## config.mk

```make
export PLATFORM = sky130hd
export DESIGN_NAME = boot_vector_check
export DESIGN_NICKNAME = d
export VERILOG_FILES = /design/src/rtl/boot_chk_pkg.sv /design/src/rtl/boot_chk_addr_gen.sv /design/src/rtl/boot_chk_accum.sv /design/src/rtl/boot_vector_check.sv
export SDC_FILE = /design/constraint.sdc
export NUM_CORES = 1
export LEC_CHECK = 0
export ABC_AREA = 1
export BUFFER_PORTS_ARGS = -buffer_cell sky130_fd_sc_hd__clkbuf_2
export CAP_MARGIN = 20
export CORE_MARGIN = 3
export CORE_UTILIZATION = 35
export CTS_CLUSTER_SIZE = 8
export DETAILED_ROUTE_END_ITERATION = 16
export PLACE_DENSITY = 0.56
export SLEW_MARGIN = 10
export SYNTH_ARGS = -nofsm -noshare
export SYNTH_HDL_FRONTEND = slang
export SYNTH_SLANG_ARGS = --single-unit
```

## constraint.sdc

```tcl
create_clock -name clk_i -period 2.15 [get_ports clk_i]
set_clock_uncertainty 0.05 [all_clocks]
set_input_delay 0.1075 -clock clk_i [delete_from_list [all_inputs] [get_ports clk_i]]
set_output_delay 0.1075 -clock clk_i [all_outputs]
set_load 0.05 [all_outputs]
```

## src/rtl/boot_chk_pkg.sv

```systemverilog
package boot_chk_pkg;
  typedef enum logic [1:0] {
    ST_IDLE    = 2'd0,
    ST_READ    = 2'd1,
    ST_COMPARE = 2'd2,
    ST_DONE    = 2'd3
  } chk_state_e;

  localparam logic [31:0] SIGNATURE = 32'h2701_1970;
endpackage

```

## src/rtl/boot_chk_addr_gen.sv

```systemverilog
module boot_chk_addr_gen #(
  parameter int WORDS = 128,
  localparam int AW = $clog2(WORDS)
) (
  input  logic          clk_i,
  input  logic          rst_ni,
  input  logic          en_i,
  output logic          req_o,
  output logic [AW-1:0] addr_o,
  output logic          rvld_o,
  output logic [AW-1:0] ridx_o,
  output logic          last_o
);
  logic [AW:0]   cnt_q;
  logic          rvld_q;
  logic [AW-1:0] ridx_q;

  assign req_o  = en_i && (cnt_q < (AW+1)'(WORDS));
  assign addr_o = cnt_q[AW-1:0];

  always_ff @(posedge clk_i or negedge rst_ni) begin
    if (!rst_ni) begin
      cnt_q  <= '0;
      rvld_q <= 1'b0;
      ridx_q <= '0;
    end else begin
      if (req_o) cnt_q <= cnt_q + 1'b1;
      rvld_q <= req_o;
      if (req_o) ridx_q <= addr_o;
    end
  end

  // data of the final word arrives one cycle after its request
  assign rvld_o = rvld_q;
  assign ridx_o = ridx_q;
  assign last_o = rvld_q && (ridx_q == AW'(WORDS-1));

  a_r2_addr_step: assert property (@(posedge clk_i) disable iff (!rst_ni)
    (req_o && $past(req_o)) |-> (addr_o == $past(addr_o) + 1'b1));

  a_r3_data_follows_req: assert property (@(posedge clk_i) disable iff (!rst_ni)
    $past(req_o) |-> (rvld_o && ridx_o == $past(addr_o)));
endmodule

```

## src/rtl/boot_chk_accum.sv

```systemverilog
module boot_chk_accum #(
  parameter int DATA_W    = 32,
  parameter int WORDS     = 128,
  parameter int CHECK_IDX = 5,
  localparam int AW = $clog2(WORDS)
) (
  input  logic              clk_i,
  input  logic              rst_ni,
  input  logic              vld_i,
  input  logic [AW-1:0]     idx_i,
  input  logic [DATA_W-1:0] data_i,
  output logic [DATA_W-1:0] sum_o,
  output logic [DATA_W-1:0] chk_o
);
  logic [DATA_W-1:0] sum_q, chk_q;
  logic              is_chk;

  assign is_chk = (idx_i == AW'(CHECK_IDX));

  always_ff @(posedge clk_i or negedge rst_ni) begin
    if (!rst_ni) begin
      sum_q <= '0;
      chk_q <= '0;
    end else if (vld_i) begin
      if (is_chk) chk_q <= data_i;
      else        sum_q <= sum_q + data_i;
    end
  end

  assign sum_o = sum_q;
  assign chk_o = chk_q;

  a_r4_skip_check_word: assert property (@(posedge clk_i) disable iff (!rst_ni)
    (vld_i && idx_i == AW'(CHECK_IDX)) |=> $stable(sum_o));

  a_r4_capture_check_word: assert property (@(posedge clk_i) disable iff (!rst_ni)
    (vld_i && idx_i == AW'(CHECK_IDX)) |=> (chk_o == $past(data_i)));
endmodule

```

## src/rtl/boot_vector_check.sv

```systemverilog
module boot_vector_check #(
  parameter int          PAGE_BYTES      = 512,
  parameter int          DATA_W          = 32,
  parameter int          CHECK_BYTE_ADDR = 20,
  parameter logic [31:0] MAGIC           = boot_chk_pkg::SIGNATURE,
  localparam int WORDS     = PAGE_BYTES / (DATA_W / 8),
  localparam int AW        = $clog2(WORDS),
  localparam int CHECK_IDX = CHECK_BYTE_ADDR / (DATA_W / 8)
) (
  input  logic              clk_i,
  input  logic              rst_ni,
  output logic              mem_req_o,
  output logic [AW-1:0]     mem_addr_o,
  input  logic [DATA_W-1:0] mem_rdata_i,
  output logic              run_user_o,
  output logic              enter_dl_o,
  output logic              done_o
);
  import boot_chk_pkg::*;

  chk_state_e        state_q, state_d;
  logic              rvld, last;
  logic [AW-1:0]     ridx;
  logic [DATA_W-1:0] sum, chk;
  logic              pass;
  logic              run_q, dl_q, done_q;

  boot_chk_addr_gen #(.WORDS(WORDS)) u_addr (
    .clk_i  (clk_i),
    .rst_ni (rst_ni),
    .en_i   (state_q == ST_READ),
    .req_o  (mem_req_o),
    .addr_o (mem_addr_o),
    .rvld_o (rvld),
    .ridx_o (ridx),
    .last_o (last)
  );

  boot_chk_accum #(.DATA_W(DATA_W), .WORDS(WORDS), .CHECK_IDX(CHECK_IDX)) u_acc (
    .clk_i  (clk_i),
    .rst_ni (rst_ni),
    .vld_i  (rvld),
    .idx_i  (ridx),
    .data_i (mem_rdata_i),
    .sum_o  (sum),
    .chk_o  (chk)
  );

  always_comb begin
    state_d = state_q;
    unique case (state_q)
      ST_IDLE:    state_d = ST_READ;
      ST_READ:    if (last) state_d = ST_COMPARE;
      ST_COMPARE: state_d = ST_DONE;
      ST_DONE:    state_d = ST_DONE;
      default:    state_d = ST_IDLE;
    endcase
  end

  assign pass = (chk == DATA_W'(MAGIC)) || (chk == sum);

  always_ff @(posedge clk_i or negedge rst_ni) begin
    if (!rst_ni) begin
      state_q <= ST_IDLE;
      run_q   <= 1'b0;
      dl_q    <= 1'b0;
      done_q  <= 1'b0;
    end else begin
      state_q <= state_d;
      done_q  <= (state_q == ST_COMPARE);
      if (state_q == ST_COMPARE) begin
        run_q <= pass;
        dl_q  <= !pass;
      end
    end
  end

  assign run_user_o = run_q;
  assign enter_dl_o = dl_q;
  assign done_o     = done_q;

  a_r8_done_single: assert property (@(posedge clk_i) disable iff (!rst_ni)
    done_o |=> !done_o);

  a_r9_one_hot_verdict: assert property (@(posedge clk_i) disable iff (!rst_ni)
    done_o |-> (run_user_o ^ enter_dl_o));

  a_r9_flags_low_before: assert property (@(posedge clk_i) disable iff (!rst_ni)
    (state_q != ST_DONE) |-> (!run_user_o && !enter_dl_o));

  a_r9_flags_hold: assert property (@(posedge clk_i) disable iff (!rst_ni)
    (state_q == ST_DONE && $past(state_q == ST_DONE)) |-> ($stable(run_user_o) && $stable(enter_dl_o)));

  a_r2_no_req_after_read: assert property (@(posedge clk_i) disable iff (!rst_ni)
    (state_q != ST_READ) |-> !mem_req_o);
endmodule

```

# Word level (Yosys, flattened, before mapping)
# Index checks and enable logic that the tools add are counted.
[totals] reg_bits=85 in_bits=34 out_inout_bits=11 word_cells=31
[classes] n_addsub=2 order_cmp=1 n_eq_ne=8 mux=2 n_bitwise=1 reduce_logical=8
[ops] cell="$add A32 B32 Y32" n=1
[ops] cell="$eq A32 B30 Y1 const B" n=1
[ops] cell="$eq A32 B32 Y1" n=1
[ops] cell="$add A8 B1 Y8 const B" n=1
[ops] cell="$lt A8 B8 Y1 const B" n=1
[ops] cell="$eq A7 B3 Y1 const B" n=1
[ops] cell="$eq A7 B7 Y1 const B" n=1
[ops] cell="$pmux W2 S3" n=1
[ops] cell="$eq A2 B2 Y1 const B" n=2
[ops] cell="$reduce_and A2 Y1" n=2
[ops] cell="$eq A2 B1 Y1 const B" n=1
[ops] cell="$logic_and A1 B1 Y1" n=2
[ops] cell="$logic_not A2 Y1" n=1
[ops] cell="$mux W2" n=1
[ops] cell="$ne A2 B2 Y1 const B" n=1
[ops] cell="$reduce_or A2 Y1" n=1
[ops] cell="$logic_not A1 Y1" n=1
[ops] cell="$logic_or A1 B1 Y1" n=1
[ops] cell="$not A1 Y1" n=1

# Logic depth before layout (Yosys ltp)
# Gate-level depths: netlist of the first run.
[depth] depth_word=4 depth_mapped=12 mapped_depth_nobuf=12

# Cells and area by module
# Synthesis of the first run repeated with hierarchy kept, for this count alone.
[hier_totals] hier_cells=905 area_unflattened_um2=6429.9
[by_module_without_submodules] mod="boot_chk_accum" n_inst=1 cells_per_inst=682 area_per_inst_um2=4859.7 seq_area_each_um2=1601.5
[by_module_without_submodules] mod="boot_vector_check" n_inst=1 cells_per_inst=141 area_per_inst_um2=787.0 seq_area_each_um2=125.1
[by_module_without_submodules] mod="boot_chk_addr_gen" n_inst=1 cells_per_inst=82 area_per_inst_um2=783.3 seq_area_each_um2=400.4

# Least setup slack after synthesis of the first run
# OpenSTA, ideal clock, no wires.
[synth_path] path_kind="reg-to-reg" startpoint="register u_acc.sum_q[0] (netlist: u_acc.sum_o[0])" endpoint="register u_acc.sum_q[20] (netlist: u_acc.sum_o[20])" setup_ns=0.130 arrival_ns=1.701 required_time_ns=1.970 path_slack_ns=0.269 path_stages_with_launch=11 n_path_buf=0 period_less_slack_ns=1.881 cell_sequence="dfrtp_1 -> ha_1 -> fa_1 -> nand3_1 -> nand3_1 -> nand3_1 -> nand3_1 -> nand2_1 -> nand3_1 -> nand3_1 -> o21ai_1"
[synth_between] elab_chain_len=1
[synth_rtl] element="from (decl)" line="boot_chk_accum.sv:15" rtl="logic [DATA_W-1:0] sum_q, chk_q;"
[synth_rtl] element="from (signal assigned)" line="boot_chk_accum.sv:26" rtl="else sum_q <= sum_q + data_i;"
[synth_rtl] element="$add A32 B32 Y32" line="boot_chk_accum.sv:26"
# Every way passes these cells.
# A chain may end at the register's enable or synchronous reset.

# Final worst setup path of the first run
[layout_path] startpoint="input port mem_rdata_i[3]" endpoint="register u_acc.sum_q[30] (netlist: u_acc.sum_o[30])"
[layout_between] elab_chain_len=1
[layout_rtl] element="from (decl)" line="boot_vector_check.sv:14" rtl="input logic [DATA_W-1:0] mem_rdata_i,"
[layout_rtl] element="$add A32 B32 Y32" line="boot_chk_accum.sv:26"
# Every way passes these cells.

==> impl_metrics.sql, run 1 <==
INSERT INTO impl_metrics (metric_group, metric, value, unit) VALUES
('run_status', 'status', 'completed', ''),
('synthesis', 'ys_async_sr_fraction', '100', '%'),
('synthesis', 'yosys_warnings', '0', ''),
('cells_and_area', 'commonest_cells_after_routing_fill_and_taps_aside', '332 x sky130_fd_sc_hd__nand2_1, 151 x sky130_fd_sc_hd__inv_1, 85 x sky130_fd_sc_hd__dfrtp_1', ''),
('cells_and_area', 'num-nets-final', '1070', ''),
('clocking', 'clockBufferDepth', '2', ''),
('cells_and_area', 'fraction_of_final_layout_cells_with_drive_strength_greater_than_1', '9.92', '%'),
('power', 'vdd.ir_drop.worst', '578', 'uV'),
('hold_path', 'hold_path.startpoint', 'mem_rdata_i[1]', ''),
('clocking', 'post-cts-setup-buffers', '0', ''),
('hold_path', 'number_of_cells_on_the_worst_hold_path', '3', ''),
('die', 'die_w', '138', 'um'),
('grt', 'global_route.usage.total', '17.4', '%'),
('grt', 'global_route_overflow', '0', ''),
('die', 'core_area', '16800', 'um2'),
('synthesis', 'dominantRegCellSynth', 'sky130_fd_sc_hd__dfrtp_1', ''),
('placement', 'numPortBuffers', '44', ''),
('route', 'route.detailed.wl_per_inst', '13.1', 'um'),
('power', 'clock_power_share', '18.6', '%'),
('placement', 'routability_cong', '0.890', ''),
('clocking', 'clk-insertion-delay-late', '0.36', 'ns'),
('sta', 'fmax', '503', 'MHz'),
('route', 'drcViolationCount', '0', ''),
('setup_path', 'r2r_slack', '0.16', 'ns'),
('clocking', 'clk_root_buffer_cell', 'sky130_fd_sc_hd__clkbuf_16', ''),
('setup_path', 'crit_slowest_cell', 'sky130_fd_sc_hd__dlygate4sd3_1', ''),
('placement', 'place_hpwl', '12500', 'um'),
('run', 'max_cap_violations', '0', ''),
('clocking', 'ctsHtreeMaxLevel', '3', ''),
('sta', 'slew_headroom', '46.9', '%'),
('hold_path', 'path_type_of_the_worst_min_delay_path', 'primary input to flip-flop', ''),
('clocking', 'total_clock_buffers_created_by_cts', '9', ''),
('die', 'die_area', '19100', 'um2'),
('synthesis', 'post_synth_num_cell_types', '31', ''),
('power', 'p_int', '4.63', 'mW'),
('sta', 'worstMarginPinSlew', '0.795', 'ns'),
('route', 'drtIter0Drc', '342', ''),
('die', 'die-height', '138', 'um'),
('power', 'power_leakage', '3.97', 'nW'),
('setup_path', 'worst_path_dominant_cell_family', 'simple AND/OR/NAND/NOR gates', ''),
('synthesis', 'mappedNetlistNets', '990', ''),
('route', 'final_antenna_net_count', '0', ''),
('route', 'routed_wl', '16100', 'um'),
('grt', 'grt_pass1_vias', '5459', ''),
('setup_path', 'worst_ep_required', '2.34', 'ns'),
('setup_path', 'cpPeakStageDelay', '0.54', 'ns'),
('setup_path', 'crit_chain', 'dlygate4sd3_1, clkbuf_2, ha_1, buf_4, nand2_1, nand2_1, nand2_1, nand3_1, nand2_1, nand2_2, nand2_1, nand3_1, nand3_1, nand2_1', ''),
('setup_path', 'critical_path_arrival', '2.18', 'ns'),
('sta', 'final.period_utilization', '92.5', '%'),
('sta', 'drv_slew', '0', ''),
('power', 'power.switching_fraction', '45.7', '%'),
('clocking', 'cts.reportedPaths.clkPinSlew', '0.07', 'ns'),
('cells_and_area', 'area_growth_syn_to_layout', '19.3', '%'),
('power', 'power.switching', '3.90', 'mW'),
('clocking', 'tritoncts', 'built', ''),
('route', 'routed_via_density', '4.61', ''),
('setup_path', 'r2r_cells', '12', ''),
('setup_path', 'crit_path_top_cell_by_count', 'sky130_fd_sc_hd__nand2_1', ''),
('die', 'core.rowCount', '47', ''),
('synthesis', 'seq_area_frac_synth', '34.8', '%'),
('power', 'comb_power_share', '54.2', '%'),
('route', 'drt_pass1_iterations', '5', ''),
('sta', 'report.final.setup_viol', '0', ''),
('cells_and_area', 'final.fill_count', '1855', ''),
('setup_path', 'timing.setup.critical_path_class', 'primary input to flip-flop', ''),
('sta', 'finalHoldWorstSlack', '0.0310', 'ns'),
('synthesis', 'mean_syn_cell_area', '6.63', 'um2'),
('clocking', 'tritoncts_num_sinks', '85', ''),
('cells_and_area', 'diodes', '0', ''),
('die', 'num_io_pins', '45', ''),
('power', 'power_frac_seq', '27.2', '%');
-- worst reg2reg max path, cell delays in order (launching register included) --
cell	delay, ns
sky130_fd_sc_hd__dfrtp_1	0.41
sky130_fd_sc_hd__ha_1	0.30
sky130_fd_sc_hd__buf_4	0.16
sky130_fd_sc_hd__nand2_1	0.10
sky130_fd_sc_hd__nand2_1	0.06
sky130_fd_sc_hd__nand2_1	0.07
sky130_fd_sc_hd__nand3_1	0.16
sky130_fd_sc_hd__nand2_1	0.13
sky130_fd_sc_hd__nand2_2	0.11
sky130_fd_sc_hd__nand2_1	0.13
sky130_fd_sc_hd__nand3_1	0.07
sky130_fd_sc_hd__nand3_1	0.09
sky130_fd_sc_hd__nand2_1	0.05
-- per-layer routing --
metal  track usage, %  wire length, um  vias up
li1                 -                -     3001
met1             24.7             8150     2549
met2             27.7             7130       89
met3             3.00              637       16
met4             4.58              216        0
met5                0                0        -
-- power by group through the flow --
stage,combinational [mW],clock [mW],sequential [mW]
after detailed placement,4.46,0,2.34
after floorplan,3.40,0,2.26
final,4.63,1.58,2.32
after global placement,4.45,0,2.33
after CTS,4.54,1.63,2.32
after global routing,5.35,1.70,2.37
-- worst max-delay path by stage --
stage	end	cells past startpoint	from
final	u_acc.sum_o[30]	14	mem_rdata_i[3]
after global routing	u_acc.sum_o[30]	12	u_acc.sum_o[5]
after CTS	u_acc.sum_o[16]	11	u_acc.sum_o[0]
after detailed placement	u_acc.sum_o[16]	11	u_acc.sum_o[0]
after global placement	u_acc.sum_o[30]	10	u_acc.sum_o[0]
after floorplan	u_acc.sum_o[20]	10	u_acc.sum_o[0]
-- repair_timing --
item,4_1_cts,5_1_grt
setup endpoints to repair,0,18
hold buffers,32,0
endpoints found under the hold margin,61,0
resized for setup,0,16
-- logic make-up after synthesis --
kind of cell	count (synthesis)	synth area share, %
AOI/OAI and AO/OA	72	6.16
xor gates and xnor gates	42	6.01
DFF	85	34.8
buffers and inverters	172	11.3
and+or+nand+nor	519	34.9
adders and majority gates	33	6.87
-- Yosys cell counts, drive strengths merged, types with 3 or more instances --
cell | count | area share [%]
nand2 | 337 | 21
inv | 152 | 9.3
dfrtp | 85 | 35
nor2 | 81 | 5.1
nand3 | 74 | 6.1
a21oi | 40 | 3.3
xnor2 | 34 | 4.9
ha | 32 | 6.5
o21ai | 25 | 2.0
buf | 15 | 1.6
nand4 | 10 | 1.0
xor2 | 8 | 1.1
or2 | 6 | 0.61
clkbuf | 5 | 0.31
nor3 | 4 | 0.33
nor4 | 3 | 0.55
o21bai | 3 | 0.37
-- cell type report --
cell class,instances,area (um2),share of cell area [%]
sequential,85,2130,29.1
timing repair buffer,89,666,9.12
inverter,152,571,7.82
tap,220,275,3.77
multi-input combinational,666,3360,46.0
clock buffer,9,225,3.09
clock inverter,7,73.8,1.01
-- state kept, by name (all words and copies together) (netlist names) --
signal / flops
done_o: 1
u_acc.sum_o: 32
state_q: 2
u_addr.ridx_o: 7
u_acc.chk_o: 32
u_addr.cnt_q: 8
run_user_o: 1
u_addr.rvld_o: 1
enter_dl_o: 1
-- stage by stage --
step	TNS [ns]	std cells	total power [mW]	setup slack [ns]	util [%]
after floorplan	0	923	5.66	0.269	-
after global placement	0	1180	6.78	0.0681	39.4
after detailed placement	0	1180	6.80	0.0204	39.4
after CTS	0	1228	8.48	0.00683	43.0
after global routing	-0.0137	1228	9.42	-0.0113	43.4
final	0	1228	8.53	0.162	43.4
No activity file was read; power rests on OpenSTA's default activity.
==> inputs of run 2 (changes only) <==
==> constraint.sdc (replaced) <==
create_clock -name clk_i -period 2.25 [get_ports clk_i]
set_clock_uncertainty 0.05 [all_clocks]
set_input_delay 0.1125 -clock clk_i [delete_from_list [all_inputs] [get_ports clk_i]]
set_output_delay 0.1125 -clock clk_i [all_outputs]
set_load 0.05 [all_outputs]
==> impl_metrics.sql, run 2 (synthesis results as in run 1) <==
INSERT INTO impl_metrics (metric_group, metric, value, unit) VALUES
('setup_path', 'largest_fanout_on_the_critical_path', '4', ''),
('grt', 'grt_pass1_vias', '5290', ''),
('die', 'die_w', '138', 'um'),
('hold_path', 'number_of_cells_on_the_worst_hold_path', '3', ''),
('setup_path', 'worst_setup_path_start_kind', 'primary input', ''),
('setup_path', 'crit_path_top_cell_by_count', 'sky130_fd_sc_hd__nand3_1', ''),
('power', 'vdd.ir_drop.worst', '509', 'uV'),
('cells_and_area', 'commonest_cells_after_routing_fill_and_taps_aside', '335 x sky130_fd_sc_hd__nand2_1, 151 x sky130_fd_sc_hd__inv_1, 85 x sky130_fd_sc_hd__dfrtp_1', ''),
('grt', 'antenna_violations_before_repair', '0', ''),
('setup_path', 'timing.critical_path.to_type', 'flip-flop', ''),
('clocking', 'clk-insertion-delay-late', '0.35', 'ns'),
('placement', 'routability_cong', '0.880', ''),
('sta', 'worstMarginPinSlew', '0.821', 'ns'),
('clocking', 'tritoncts_num_sinks', '85', ''),
('cells_and_area', 'num-nets-final', '1068', ''),
('clocking', 'cts.reportedPaths.clkPinSlew', '0.07', 'ns'),
('die', 'core.rowCount', '47', ''),
('setup_path', 'worst_r2r_endpoint', 'u_acc.sum_o[24]', ''),
('sta', 'final.period_utilization', '95.6', '%'),
('power', 'power_leakage', '3.96', 'nW'),
('setup_path', 'critical_path.reg2reg.startpoint', 'u_acc.sum_o[0]', ''),
('setup_path', 'r2r_cells', '11', ''),
('die', 'core_area', '16800', 'um2'),
('setup_path', 'crit_slowest_cell', 'sky130_fd_sc_hd__dlygate4sd3_1', ''),
('cells_and_area', 'most_frequent_standard_cell_in_the_layout_excluding_fill_and_tap_cells', 'sky130_fd_sc_hd__nand2_1', ''),
('sta', 'drv_slew', '0', ''),
('setup_path', 'critical_path_depth', '13', ''),
('die', 'die_area', '19100', 'um2'),
('hold_path', 'path_type_of_the_worst_min_delay_path', 'primary input to flip-flop', ''),
('sta', 'fmax', '465', 'MHz'),
('sta', 'rsz_0062_raised_after_global_routing', 'no', ''),
('cells_and_area', 'fraction_of_final_layout_cells_with_drive_strength_greater_than_1', '8.75', '%'),
('route', 'routed_via_density', '4.53', ''),
('hold_path', 'hold_path.startpoint', 'mem_rdata_i[1]', ''),
('grt', 'global_route_overflow', '0', ''),
('clocking', 'post-cts-setup-buffers', '0', ''),
('setup_path', 'crit_chain', 'dlygate4sd3_1, clkbuf_2, ha_1, fa_2, nand3_1, nand3_1, nand2_1, nand2_1, nand3_1, nand3_1, nand2_1, nand3_1, nand2_1', ''),
('die', 'num_io_pins', '45', ''),
('route', 'routed-via-count', '5552', ''),
('route', 'routed_wl', '16200', 'um'),
('clocking', 'clk_root_buffer_cell', 'sky130_fd_sc_hd__clkbuf_16', ''),
('power', 'power.density_cell_area', '1130', 'nW/um2'),
('setup_path', 'timing.setup.critical_path_class', 'primary input to flip-flop', ''),
('clocking', 'clockBufferDepth', '2', ''),
('setup_path', 'r2r_slack', '0.13', 'ns'),
('sta', 'finalHoldViolations', '0', ''),
('placement', 'numPortBuffers', '44', ''),
('route', 'final_antenna_net_count', '0', ''),
('route', 'drcViolationCount', '0', ''),
('route', 'drtIter0Drc', '346', ''),
('sta', 'report.final.setup_viol', '0', ''),
('setup_path', 'worst_path_dominant_cell_family', 'simple AND/OR/NAND/NOR gates', ''),
('setup_path', 'critical_path_arrival', '2.39', 'ns'),
('cells_and_area', 'area_growth_syn_to_layout', '19.0', '%'),
('setup_path', 'worst_ep_required', '2.49', 'ns'),
('route', 'route.detailed.wl_per_inst', '13.2', 'um'),
('route', 'drt_pass1_iterations', '6', ''),
('die', 'floorplan.initialDensity', '36.4', '%'),
('placement', 'place_hpwl', '12700', 'um'),
('sta', 'fin_setup_tns', '0', 'ns'),
('cells_and_area', 'diodes', '0', ''),
('clocking', 'ctsHtreeMaxLevel', '3', ''),
('grt', 'global_route.usage.total', '17.3', '%'),
('run', 'max_cap_violations', '0', ''),
('clocking', 'total_clock_buffers_created_by_cts', '9', ''),
('power', 'total_power', '8.23', 'mW'),
('grt', 'pin_count_of_the_biggest_net_entering_global_routing', '38', ''),
('sta', 'final.min_clock_period', '2.15', 'ns'),
('setup_path', 'crit_buf_inv', '2', ''),
('grt', 'grt_first_pass_wirelength', '26900', 'um'),
('die', 'die-height', '138', 'um'),
('clocking', 'tritoncts', 'built', ''),
('hold_path', 'min_delay_worst_endpoint', 'u_acc.chk_o[1]', ''),
('setup_path', 'cpPeakStageDelay', '0.54', 'ns'),
('run_status', 'status', 'completed', ''),
('sta', 'slew_headroom', '45.1', '%');
-- run 2: changes by cell type in the layout (fill, tap and decap cells not counted), moves of 2 or more --
cell / before / now
sky130_fd_sc_hd__nand3_2: 4 / 2
sky130_fd_sc_hd__clkinv_4: 2 / 0
sky130_fd_sc_hd__buf_4: 12 / 10
sky130_fd_sc_hd__nand3_1: 70 / 72
sky130_fd_sc_hd__inv_6: 2 / 4
sky130_fd_sc_hd__nand2_2: 5 / 2
sky130_fd_sc_hd__ha_1: 28 / 31
sky130_fd_sc_hd__ha_2: 3 / 0
sky130_fd_sc_hd__nand2_1: 332 / 335
sky130_fd_sc_hd__bufinv_16: 0 / 2
sky130_fd_sc_hd__inv_8: 2 / 0
-- run 2: how the worst max path moves through the flow --
stage,start,slack [ns],end
2_1_floorplan,u_acc.sum_o[0],0.37,u_acc.sum_o[20]
3_3_place_gp,u_acc.sum_o[0],0.11,u_acc.sum_o[30]
3_5_place_dp,u_acc.sum_o[0],0.08,u_acc.sum_o[20]
4_1_cts,mem_rdata_i[0],0.07,u_acc.sum_o[20]
5_1_grt,mem_rdata_i[5],0.0003,u_acc.sum_o[15]
6_report,mem_rdata_i[0],0.1,u_acc.sum_o[24]
-- run 2: power by group --
group	internal, mW	switching (mW)	leakage [nW]
registers	1.89	0.336	0.990
clock network	0.989	0.688	0.157
logic	1.68	2.65	2.81
total	4.56	3.68	3.96
-- run 2: stage by stage --
| stage | util, % | hold WS, ns | setup WS [ns] | cells | instance area [um2] |
|---|---|---|---|---|---|
| 2_1_floorplan | - | -0.233 | 0.369 | 923 | 6120 |
| 3_3_place_gp | 39.3 | 0.0361 | 0.110 | 1178 | 6600 |
| 3_5_place_dp | 39.3 | 0.0391 | 0.0793 | 1178 | 6600 |
| 4_1_cts | 43.1 | 0.0132 | 0.0712 | 1226 | 7250 |
| 5_1_grt | 43.3 | 0.0307 | 0.000312 | 1226 | 7280 |
| 6_report | 43.3 | 0.0243 | 0.0989 | 1226 | 7280 |
-- run 2: final cells by class --
class	instances	area (um2)
Clock buffer	9	225
Clock inverter	7	103
Fill cell	1836	9540
Inverter	152	571
Multi-Input combinational cell	666	3330
Sequential cell	85	2130
Timing Repair Buffer	87	651
Tap cell	220	275
-- run 2: worst reg2reg max path, delay by kind of cell (launching register included) --
family	cells	cell delay (ns)
AND/OR/NAND/NOR	9	0.97
adder cells (fa/ha/maj)	2	0.64
flip-flops	1	0.41
-- run 2: per-layer routing --
layer / vias to the layer above / track usage [%] / routed length, um
met2: 83 / 27.1 / 7110
met1: 2454 / 25.0 / 8390
met5: - / 0 / 0
li1: 3002 / - / -
met4: 0 / 4.47 / 215
met3: 13 / 2.83 / 516
-- run 2: timing repair --
| item | 4_1_cts | 5_1_grt |
|---|---|---|
| hold endpoints to repair | 60 | 0 |
| resized for setup | 0 | 6 |
| hold buffers | 32 | 0 |
| endpoints found under the setup margin | 0 | 8 |
